$ cat config.mk
export PLATFORM = sky130hd
export DESIGN_NAME = slice_alu16
export DESIGN_NICKNAME = d
export VERILOG_FILES = /design/src/rtl/slice_alu16.sv
export SDC_FILE = /design/constraint.sdc
export NUM_CORES = 1
export LEC_CHECK = 0
export BUFFER_PORTS_ARGS = -buffer_cell sky130_fd_sc_hd__buf_4
export CAP_MARGIN = 0
export CORE_UTILIZATION = 53
export DETAILED_ROUTE_END_ITERATION = 10
export GPL_TIMING_DRIVEN = 0
export PLACE_DENSITY_LB_ADDON = 0.08
export SLEW_MARGIN = 5
export SYNTH_ARGS = -nofsm -noshare
export SYNTH_HDL_FRONTEND = slang
export SYNTH_SLANG_ARGS = --single-unit
$ cat constraint.sdc
create_clock -name clk -period 42.1 [get_ports clk]
set_clock_uncertainty 0.2 [all_clocks]
set_input_delay 8.42 -clock clk [delete_from_list [all_inputs] [get_ports clk]]
set_output_delay 8.42 -clock clk [all_outputs]
set_load 0.1 [all_outputs]
$ cat src/rtl/slice_alu16.sv
module slice_alu16 #(
  parameter int W = 16
) (
  input  logic         clk,
  input  logic         rst,
  input  logic         flag_en,
  input  logic [W-1:0] a,
  input  logic [W-1:0] b,
  input  logic [2:0]   op,
  output logic [W-1:0] result,
  output logic         cout,
  output logic         zero,
  output logic         carry_q
);
  localparam logic [2:0] OP_AND = 3'd0;
  localparam logic [2:0] OP_OR  = 3'd1;
  localparam logic [2:0] OP_ADD = 3'd2;
  localparam logic [2:0] OP_SUB = 3'd3;
  localparam logic [2:0] OP_SHL = 3'd4;
  localparam logic [2:0] OP_ROL = 3'd5;
  localparam logic [2:0] OP_RCL = 3'd6;

  logic dbl, inv_b, arith;
  logic [W:0] c;

  assign dbl   = (op == OP_SHL) || (op == OP_ROL) || (op == OP_RCL);
  assign inv_b = (op == OP_SUB);
  assign arith = dbl || (op == OP_ADD) || inv_b;

  always_comb begin
    case (op)
      OP_SUB:  c[0] = 1'b1;
      OP_ROL:  c[0] = a[W-1];
      OP_RCL:  c[0] = carry_q;
      default: c[0] = 1'b0;
    endcase
  end

  for (genvar i = 0; i < W; i++) begin : g_slice
    logic y, s;
    assign y = dbl ? a[i] : (b[i] ^ inv_b);
    assign s = a[i] ^ y ^ c[i];
    assign c[i+1] = (a[i] & y) | (c[i] & (a[i] ^ y));
    assign result[i] = (op == OP_AND) ? (a[i] & b[i]) :
                       (op == OP_OR)  ? (a[i] | b[i]) :
                       arith          ? s : 1'b0;
  end

  assign cout = arith & c[W];
  assign zero = ~|result;

  always_ff @(posedge clk) begin
    if (rst)
      carry_q <= 1'b0;
    else if (flag_en && op != 3'd7)
      carry_q <= cout;
  end
endmodule

---- Yosys cells after proc, flatten, opt, wreduce, memory -nomap -nowiden ----
Cells that the tools add are included.
Widths: inputs -> output; s select.
cells by class
  bitwise operators ....................... 129
  equality and inequality tests ........... 7
  mux-type cells .......................... 65
  reduce and logical (&&, ||, !) cells .... 8
operators by type and width
  kind                number
  $mux 1              64
  $and 1x1->1         49
  $xor 1x1->1         48
  $or 1x1->1          32
  $reduce_or 16->1    1
  $eq 3x3->1 const B  3
  $eq 3x2->1 const B  2
  $logic_or 1x1->1    4
  $eq 3x1->1 const B  1
  $logic_not 3->1     1
  $ne 3x3->1 const B  1
  $pmux 1 s3          1
  $logic_and 1x1->1   1
  $logic_not 1->1     1
word-level totals
  register bits ........................... 1
  output and inout port bits .............. 19

---- Logic depth before layout (Yosys ltp) ----
Gate-level depths: netlist of the first run.
  word-level depth ........................ 41
  depth in mapped cells ................... 29
  mapped depth without buffers ............ 26

---- Worst setup path after synthesis of the first run ----
Ideal clock, no wire load.
  kind .................................... input port to output port
  start point ............................. input port op[0]
  end point ............................... output port zero
  stages .................................. 25
  path buffers ............................ 3
  path slack .............................. 15.047 ns
  arrival ................................. 18.433 ns
  cell sequence ........................... buf_2 nand2_1 and2_1 clkbuf_1 clkbuf_1 o21ai_0 fa_1 fa_1 fa_1 fa_1 fa_1 fa_1 fa_1 fa_1 fa_1 fa_1 fa_1 fa_1 fa_1 inv_1 fa_1 nand2b_1 a221oi_1 nor4_1 and4_1
between the ends
  elaborated cells on any way between the ends .. 171
  classes of those cells .................. 6 x eq/ne; 65 x mux; 93 x bitwise; 7 x reduce/logical
RTL lines
  element                               line    RTL
  start, declared                       9       input logic [2:0] op,
  $eq 3x3->1, on equally long branches  26, 31
  $logic_or 1x1->1 (2 in series)        26      assign dbl = (op == OP_SHL) || (op == OP_ROL) || (op == OP_RCL);
  $mux 1                                41      assign y = dbl ? a[i] : (b[i] ^ inv_b);
  $xor 1x1->1                           43      assign c[i+1] = (a[i] & y) | (c[i] & (a[i] ^ y));
  $and 1x1->1                           43
  $or 1x1->1                            43
  $and 1x1->1                           43
  $or 1x1->1                            43
  (+21 left out)                        -
  $or 1x1->1                            43
  $xor 1x1->1                           42      assign s = a[i] ^ y ^ c[i];
  $mux 1                                46      arith ? s : 1'b0;
  $mux 1                                45      (op == OP_OR) ? (a[i] | b[i]) :
  $mux 1 (*)                            44      assign result[i] = (op == OP_AND) ? (a[i] & b[i]) :
  via result[13]                        10      output logic [W-1:0] result,
  $reduce_or 16->1 (*)                  50      assign zero = ~|result;
  $logic_not 1->1 (*)                   50
  end, declared                         12      output logic zero,
Mark *: on every way through the listed nets, which the timed path passes. The rest lies on a longest branch.

---- Worst setup path after layout of the first run ----
  start point ............................. input port op[0]
  end point ............................... output port zero
between the ends
  cells in the longest elaborated chain, start to end .. 41
  elaborated cells on any way between the ends .. 171
  classes of those cells .................. 6 x eq/ne; 65 x mux; 93 x bitwise; 7 x reduce/logical
ends and longest elaborated chain
  element                               line
  $eq 3x3->1, on equally long branches  26, 31
  $logic_or 1x1->1 (2 in series)        26
  $mux 1                                41
  $xor 1x1->1                           42, 43
  $and 1x1->1                           43
  $or 1x1->1                            43
  $and 1x1->1                           43
  $or 1x1->1                            43
  (+24 left out)                        -
  $and 1x1->1                           43
  $or 1x1->1                            43
  $xor 1x1->1                           42
  $mux 1                                46
  $mux 1                                45
  $mux 1                                44
  $reduce_or 16->1 (*)                  50
  $logic_not 1->1 (*)                   50
Every way passes the cells marked *; elsewhere a longest branch is shown, timed or not.

==> results of run 1 <==
## worst min-delay path, delay by kind of cell, from the launching register on
family | cells | cell delay, ps
simple gates | 1 | 60
compound gates | 1 | 50
flops | 1 | 310
## metal layers
metal  up-vias  GRT usage
met5         -          0
met4         0     0.0526
met3         0     0.0287
met2        90      0.555
met1       776      0.450
li1        793          -
## final timing paths
kind / cells past startpoint / end / startpoint
worst max-delay path: 29 / zero / op[0]
worst min-delay path: 2 / carry_q$_SDFFE_PP0P_ / carry_q$_SDFFE_PP0P_
worst max register to register: 24 / carry_q$_SDFFE_PP0P_ / carry_q$_SDFFE_PP0P_
worst min register to register: 2 / carry_q$_SDFFE_PP0P_ / carry_q$_SDFFE_PP0P_
## cell usage in the layout (no fill, tap or decap), types with 3 or more instances in the layout
cell type,n
a21oi_1,17
or3_2,7
buf_4,55
nand2_1,36
o21ai_0,16
clkbuf_1,4
or3_1,7
fa_1,16
nor2_1,17
inv_1,3
xor2_1,16
buf_6,4
clkbuf_8,3
nand3_1,28
buf_2,4
nand3_2,3
nor4_1,4
## power groups by stage
stage / sequential (W) / combinational, W / clock (W)
floorplan: 0.00000149 / 0.0000436 / 0
global placement: 0.00000108 / 0.0000569 / 0
detailed placement: 0.00000108 / 0.0000578 / 0
CTS: 0.00000108 / 0.0000579 / 0
global route: 0.00000108 / 0.0000615 / 0
finish: 0.00000108 / 0.0000581 / 0
## per-stage QoR
stage / instances / cell area, um^2
after floorplan: 199 / 1380
after global placement: 284 / 1830
after detailed placement: 284 / 1830
after CTS: 284 / 1830
after global routing: 284 / 1830
final: 284 / 1830
## kinds of logic after synthesis
group                    synth area share
AO/OA/AOI/OAI                       0.132
XOR/XNOR                            0.102
buffers and inverters               0.107
adder cells (fa/ha/maj)             0.240
AND/OR/NAND/NOR                     0.406
flip-flops                         0.0145
## area by class of cell
cell class                 instances  area share
inverter                           3     0.00616
sequential                         1      0.0109
multi-input combinational        179       0.662
tap                               30      0.0205
timing repair buffer              55       0.226
buffer                            16      0.0746
==> impl_metrics.py, run 1 <==
metrics = {
    "run_status": {
        "outcome": "complete, no violations",
    },
    "yosys": {
        "ys_types": 30,
        "synth_nets": 253,
        "synth.avg_cell_area_um2": 6.93,
        "synth_common_cells": "nand2_1 (36), nand3_1 (28), a21oi_1 (17), nor2_1 (17)",
        "ys_ff_latch": 1,
        "synth_cells": 199,
        "post-synth-top-count-cell": "nand2_1",
        "yosysWarnings": 0,
        "synth.area.top_cells": "fa_1 (23%), nand3_1 (10%), xor2_1 (10%)",
        "synth-edff-count": 0,
        "synth_area_mm2": 0.00138,
        "yosys.area.top_type": "fa_1",
        "seq_area_frac_synth": 0.0145,
        "ys.flop_type": "dfxtp_1",
        "synth_top_cell_area_share": 0.232,
        "async_reset_ff_frac": 0,
    },
    "worst_setup_path": {
        "cp-end-kind": "primary output",
        "cpMostUsedCell": "fa_1",
        "cp_slowest_cell": "fa_1",
        "r2r_setup_slack_ps": 34510,
        "slowest_delay_ps": 470,
        "cp_num_buf_inv": 6,
        "cp.required_ps": 33480,
        "crit_type": "input port to primary output",
        "critPathTopFamily": "adder cells",
        "crit_fanout": 10,
        "cp-start-kind": "input port",
        "cp.arrival_ps": 17720,
    },
    "route": {
        "avgRoutedWirePerCell_um": 15.2,
        "highest_layer": "met3",
        "drtAntennaViolNets": 0,
        "viasPerCell": 5.84,
        "dr_wl_met3_um": 361,
        "drt_iter0_drc": 87,
        "vias": 1659,
        "drt_first_pass_iters": 5,
        "drc": 0,
        "wirelength_um": 4310,
        "wl_met1_um": 1730,
        "met2WireLength_um": 2220,
    },
    "floorplanning": {
        "dieArea_mm2": 0.00281,
        "initial_core_util": 0.557,
        "ios": 57,
        "rows": 18,
        "core_area_mm2": 0.00248,
        "die_x_um": 53.0,
        "die_h_um": 53.0,
    },
    "sta": {
        "period_share": 0.626,
        "setup_violations": 0,
        "whs_ps": 277,
        "slew_violations": 0,
        "fin_ws_ps": 15760,
        "timing.fmax_mhz": 38.0,
        "finalSetupTns_ps": 0,
        "rsz0062_at_grt": "false",
        "max-slew-margin-rel": 0.642,
        "fin_crit_ps": 26340,
        "hold_violations": 0,
        "worstMarginPinSlew_ps": 537,
    },
    "global_route": {
        "grt_pass1_wl_um": 6730,
        "grt_pass1_vias": 1445,
        "antenna_found_initial": 0,
        "gr-total-overflow": 0,
        "grt_max_degree": 11,
        "grt.total_usage": 0.326,
    },
    "cells_and_area": {
        "largest_reg_flops": 1,
        "nFillCells": 220,
        "finish.utilization": 0.738,
        "seqCellArea_um2": 20.0,
        "multiInputGateArea_mm2": 0.00121,
        "finalNetCount": 310,
        "largestRegisters": "carry_q (1)",
        "top_register": "carry_q",
        "drive_above_1_share": 0.319,
        "diodes": 0,
        "area_growth_pct": 32.7,
    },
    "flow_run": {
        "cap_violations": 0,
    },
    "place": {
        "place.gp.congestion": 0.927,
        "place_ws_ps": 15860,
        "port_buffers": 55,
        "dp_hpwl_um": 3290,
    },
    "pwr": {
        "power_w": 0.0000592,
        "p_clk_frac": 0,
        "powerDensity_mw_per_mm2": 32.3,
        "internal_power_w": 0.0000170,
        "p_leak_nw": 0.839,
        "ir_drop_mv": 0.0286,
        "switchingPower_w": 0.0000421,
        "switching_share": 0.712,
        "comb_power_share": 0.982,
        "seq_power_share": 0.018,
    },
    "min_path": {
        "holdCritPathClass": "register to register",
    },
    "clocking": {
        "clk_pin_slew_ps": 0,
        "clk_latency_ps": 0,
        "postCtsResizedCells": 0,
        "post_cts_buffers": 0,
        "holdBufCountCts": 0,
    },
}
(Power assumes the default switching activity.)
==> inputs of run 2 (changes only) <==
--- a/config.mk
+++ b/config.mk
@@ -5,9 +5,10 @@
 export SDC_FILE = /design/constraint.sdc
 export NUM_CORES = 1
 export LEC_CHECK = 0
+export ABC_AREA = 1
 export BUFFER_PORTS_ARGS = -buffer_cell sky130_fd_sc_hd__buf_4
 export CAP_MARGIN = 0
-export CORE_UTILIZATION = 53
+export CORE_UTILIZATION = 46
 export DETAILED_ROUTE_END_ITERATION = 10
 export GPL_TIMING_DRIVEN = 0
 export PLACE_DENSITY_LB_ADDON = 0.08
==> constraint.sdc (replaced) <==
create_clock -name clk -period 22.6 [get_ports clk]
set_clock_uncertainty 0.2 [all_clocks]
set_input_delay 4.52 -clock clk [delete_from_list [all_inputs] [get_ports clk]]
set_output_delay 4.52 -clock clk [all_outputs]
set_load 0.1 [all_outputs]
==> run 2 against run 1 <==
Die area is 26% higher. Critical endpoint unchanged. First-iteration DRC count up 22%. Worst hold slack improved by 47 ps. Critical path depth increased by 2. Area after synthesis rose by 9.9%.
==> impl_metrics.py, run 2 <==
metrics = {
    "global_route": {
        "grt.total_usage": 0.246,
        "grt_use_met2": 0.438,
        "grt_use_met3": 0.00437,
        "gr-total-overflow": 0,
        "grtUsageMet1": 0.345,
        "grt_max_degree": 11,
        "antenna_found_initial": 0,
        "grt_busiest_layer": "met2",
        "grt_pass1_vias": 1522,
        "grt_pass1_wl_um": 6660,
    },
    "yosys": {
        "synth.avg_cell_area_um2": 6.34,
        "synth-edff-count": 0,
        "post-synth-top-count-cell": "nand2_1",
        "yosysWarnings": 0,
        "yosys.area.top_type": "fa_1",
        "seq_area_frac_synth": 0.0132,
        "synth_cells": 239,
        "synth_common_cells": "nand2_1 (60), inv_1 (36), nor2_1 (36), nand3_1 (19)",
        "async_reset_ff_frac": 0,
        "synth.area.top_cells": "fa_1 (21%), nand2_1 (15%), xor2_1 (9.2%)",
        "synth_nets": 293,
        "ys_types": 21,
        "synth_area_mm2": 0.00152,
        "ys.flop_type": "dfxtp_1",
        "synth_top_cell_area_share": 0.211,
        "ys_ff_latch": 1,
    },
    "route": {
        "avgRoutedWirePerCell_um": 11.7,
        "drtAntennaViolNets": 0,
        "drt_first_pass_iters": 4,
        "drc": 0,
        "viasPerCell": 4.89,
        "vias": 1649,
        "wirelength_um": 3930,
        "drt_iter0_drc": 106,
    },
    "clocking": {
        "post_cts_buffers": 0,
        "postCtsResizedCells": 0,
        "holdBufCountCts": 0,
        "clk_latency_ps": 0,
        "clk_pin_slew_ps": 0,
    },
    "sta": {
        "hold_violations": 0,
        "fin_crit_ps": 17440,
        "finalSetupTns_ps": 0,
        "max-slew-margin-rel": 0.815,
        "timing.fmax_mhz": 57.3,
        "whs_ps": 324,
        "slew_violations": 0,
        "setup_violations": 0,
        "period_share": 0.772,
        "rsz0062_at_grt": "false",
        "worstMarginPinSlew_ps": 279,
    },
    "cells_and_area": {
        "largest_reg_flops": 1,
        "seqCellArea_um2": 20.0,
        "drive_above_1_share": 0.276,
        "diodes": 0,
        "largestRegisters": "carry_q (1)",
        "nFillCells": 323,
        "top_register": "carry_q",
        "finalNetCount": 349,
        "area_growth_pct": 30.4,
        "finish.utilization": 0.642,
        "layout_common_cells": "nand2_1 (60), buf_4 (58), inv_1 (36), nor2_1 (36), nand3_1 (19)",
        "multiInputGateArea_mm2": 0.00123,
        "final_common_cell": "nand2_1",
    },
    "worst_setup_path": {
        "cp_slowest_cell": "fa_1",
        "cp-start-kind": "input port",
        "cp-end-kind": "primary output",
        "crit_type": "input port to primary output",
        "slowest_delay_ps": 440,
        "cp.required_ps": 17880,
        "cpMostUsedCell": "fa_1",
        "cp.arrival_ps": 12720,
        "crit_fanout": 10,
    },
    "floorplanning": {
        "initial_core_util": 0.492,
        "rows": 20,
        "ios": 57,
        "dieArea_mm2": 0.00353,
        "die_h_um": 59.4,
        "core_area_mm2": 0.00308,
        "die_x_um": 59.4,
    },
    "pwr": {
        "p_leak_nw": 1.03,
        "powerDensity_mw_per_mm2": 60.4,
        "ir_drop_mv": 0.0350,
    },
    "run_status": {
        "outcome": "complete, no violations",
    },
    "place": {
        "place.gp.congestion": 0.783,
        "port_buffers": 54,
        "dp_hpwl_um": 3110,
    },
    "min_path": {
        "holdCritPathClass": "register to register",
    },
    "flow_run": {
        "cap_violations": 0,
    },
}
[run 2: cell types whose count changed after synthesis, sizes merged, moves of 4 or more]
cell	previous run	this run
inv	3	39
nand2	37	61
nor2	17	37
nand4	0	17
or3	15	0
o21ai	16	2
nand3	31	21
clkbuf	7	0
nor4	4	0
[run 2: power by group]
part,internal (W),total (W),switching [W]
Sequential,0.00000196,0.00000210,0.000000133
Combinational,0.0000313,0.000117,0.0000860
Clock,0,0,0
[run 2: worst paths after layout]
check | to | startpoint | slack [ps] | cells after the start
max | zero | op[0] | 5160 | 31
min | carry_q$_SDFFE_PP0P_ | carry_q$_SDFFE_PP0P_ | 320 | 2
max reg2reg | carry_q$_SDFFE_PP0P_ | carry_q$_SDFFE_PP0P_ | 15180 | 22
min reg2reg | carry_q$_SDFFE_PP0P_ | carry_q$_SDFFE_PP0P_ | 320 | 2
[run 2: kinds of logic after synthesis]
kind of cell / count (synthesis) / share of synthesized area
DFF: 1 / 0.0132
xor gates and xnor gates: 16 / 0.0925
and+or+nand+nor: 136 / 0.425
adders and majority gates: 16 / 0.211
buffers and inverters: 51 / 0.178
AOI/OAI and AO/OA: 19 / 0.0801
[run 2: metal layers]
metal | vias to the layer above | routed length [um] | part of all wire
met2 | 47 | 1930 | 0.49
met3 | 2 | 130 | 0.033
met5 | - | 0 | 0
met1 | 743 | 1850 | 0.47
li1 | 857 | - | -
met4 | 0 | 14 | 0.0036
[run 2: layout make-up]
type / instances / area share
multi-input combinational: 187 / 0.621
timing repair buffer: 54 / 0.205
tap: 44 / 0.0279
inverter: 39 / 0.0754
sequential: 1 / 0.0101
buffer: 12 / 0.0608
[run 2: through the flow]
step	setup WS, ps	area, um^2	std cells	power (W)
global route	4850	1980	337	0.000129
global placement	5190	1980	337	0.000119
floorplan	4920	1520	239	0.0000938
detailed placement	5190	1980	337	0.000119
finish	5160	1980	337	0.000119
CTS	5180	1980	337	0.000120
[run 2: worst max-delay path, delay by kind of cell]
family	cells	cell delay [ps]
buffers and inverters	7	990
adder cells (fa/ha/maj)	16	6350
AO/OA/AOI/OAI	2	350
AND/OR/NAND/NOR	6	510
==> inputs of run 3 (changes only) <==
--- a/config.mk
+++ b/config.mk
@@ -8,7 +8,7 @@
 export ABC_AREA = 1
 export BUFFER_PORTS_ARGS = -buffer_cell sky130_fd_sc_hd__buf_4
 export CAP_MARGIN = 0
-export CORE_UTILIZATION = 46
+export CORE_UTILIZATION = 51
 export DETAILED_ROUTE_END_ITERATION = 10
 export GPL_TIMING_DRIVEN = 0
 export PLACE_DENSITY_LB_ADDON = 0.08
==> constraint.sdc (replaced) <==
create_clock -name clk -period 16.6 [get_ports clk]
set_clock_uncertainty 0.2 [all_clocks]
set_input_delay 3.32 -clock clk [delete_from_list [all_inputs] [get_ports clk]]
set_output_delay 3.32 -clock clk [all_outputs]
set_load 0.1 [all_outputs]
==> run 3 against run 2 <==
Routed wire length fell by 3.7%. Global-route usage grew 0.80 points. Setup slack got worse by 3500 ps. Highest routed layer unchanged.
==> impl_metrics.py, run 3 (synthesized netlist as in run 2, its figures left out) <==
metrics = {
    "cells_and_area": {
        "finalNetCount": 349,
        "seqCellArea_um2": 20.0,
        "drive_above_1_share": 0.276,
        "largestRegisters": "carry_q (1)",
        "nFillCells": 280,
        "diodes": 0,
        "layout_common_cells": "nand2_1 (60), buf_4 (58), inv_1 (36), nor2_1 (36), nand3_1 (19)",
        "finish.utilization": 0.704,
        "final_common_cell": "nand2_1",
        "top_register": "carry_q",
        "area_growth_pct": 29.3,
        "largest_reg_flops": 1,
        "multiInputGateArea_mm2": 0.00123,
    },
    "floorplanning": {
        "ios": 57,
        "die_x_um": 56.5,
        "initial_core_util": 0.545,
        "core_area_mm2": 0.00278,
        "dieArea_mm2": 0.00319,
        "rows": 19,
        "die_h_um": 56.5,
    },
    "worst_setup_path": {
        "cp.required_ps": 13080,
        "cp_slowest_cell": "fa_1",
        "cp-start-kind": "input port",
        "crit_type": "input port to primary output",
        "cpMostUsedCell": "fa_1",
        "cp.arrival_ps": 11440,
        "crit_fanout": 10,
        "cp-end-kind": "primary output",
        "slowest_delay_ps": 440,
    },
    "clocking": {
        "post_cts_buffers": 0,
        "holdBufCountCts": 0,
        "clk_latency_ps": 0,
        "postCtsResizedCells": 0,
        "clk_pin_slew_ps": 0,
    },
    "route": {
        "drc": 0,
        "avgRoutedWirePerCell_um": 11.7,
        "drt_iter0_drc": 51,
        "wirelength_um": 3790,
        "drt_first_pass_iters": 4,
        "viasPerCell": 5.08,
        "drtAntennaViolNets": 0,
        "vias": 1645,
    },
    "place": {
        "dp_hpwl_um": 3060,
        "port_buffers": 54,
        "place.gp.congestion": 0.856,
    },
    "global_route": {
        "antenna_found_initial": 0,
        "gr-total-overflow": 0,
        "grt_max_degree": 11,
        "grt_pass1_vias": 1575,
        "grt_pass1_wl_um": 6670,
        "grt.total_usage": 0.254,
    },
    "sta": {
        "finalSetupTns_ps": 0,
        "worstMarginPinSlew_ps": 281,
        "setup_violations": 0,
        "period_share": 0.901,
        "timing.fmax_mhz": 66.8,
        "hold_violations": 0,
        "rsz0062_at_grt": "false",
        "slew_violations": 0,
        "max-slew-margin-rel": 0.815,
        "fin_crit_ps": 14960,
    },
    "pwr": {
        "switching_share": 0.721,
        "powerDensity_mw_per_mm2": 82.7,
        "p_clk_frac": 0,
        "ir_drop_mv": 0.0680,
        "switchingPower_w": 0.000117,
        "internal_power_w": 0.0000452,
        "seq_power_share": 0.018,
        "comb_power_share": 0.982,
        "p_leak_nw": 1.03,
    },
    "min_path": {
        "holdCritPathClass": "register to register",
    },
    "run_status": {
        "outcome": "complete, no violations",
    },
    "flow_run": {
        "cap_violations": 0,
    },
}
## run 3: cell counts in the layout (fill, tap and decap cells not counted)
Identical to the previous run, type by type.
## run 3: area by class of cell
| type | count | area share |
|---|---|---|
| multi-input combinational | 187 | 0.626 |
| tap | 31 | 0.0198 |
| buffer | 12 | 0.0613 |
| inverter | 39 | 0.0760 |
| sequential | 1 | 0.0102 |
| timing repair buffer | 54 | 0.207 |
## run 3: path summary, 6_finish.rpt
check	start	to	slack, ps	cells after the start
setup / recovery	op[0]	zero	1640	31
hold reg to reg	carry_q$_SDFFE_PP0P_	carry_q$_SDFFE_PP0P_	340	2
hold / removal	carry_q$_SDFFE_PP0P_	carry_q$_SDFFE_PP0P_	340	2
setup reg to reg	carry_q$_SDFFE_PP0P_	carry_q$_SDFFE_PP0P_	9190	22
## run 3: power by group through the flow
stage                     Combinational, W  Clock (W)  Sequential [W]
final                             0.000159          0      0.00000287
after global routing              0.000171          0      0.00000290
after CTS                         0.000160          0      0.00000287
after detailed placement          0.000160          0      0.00000287
after global placement            0.000158          0      0.00000285
after floorplan                   0.000123          0      0.00000435
## run 3: routing by layer
metal	vias up	global-route usage	wire, um
met5	-	0	0
met4	0	0.0209	14
met3	2	0	133
met2	36	0.482	1930
met1	750	0.334	1710
li1	857	-	-
## run 3: through the flow
step / hold slack [ps] / area (um^2) / power [W] / setup slack [ps] / instances
after detailed placement: 334 / 1960 / 0.000162 / 1620 / 324
after floorplan: 771 / 1520 / 0.000128 / 1320 / 239
final: 340 / 1960 / 0.000162 / 1640 / 324
after global routing: 374 / 1960 / 0.000174 / 1220 / 324
after global placement: 322 / 1960 / 0.000161 / 1620 / 324
after CTS: 338 / 1960 / 0.000163 / 1600 / 324
## run 3: worst max-delay path, delay by kind of cell
family / cells / cell delay [ps]
adders and majority gates: 16 / 6340
and+or+nand+nor: 6 / 470
AOI/OAI and AO/OA: 2 / 350
buffers and inverters: 7 / 970
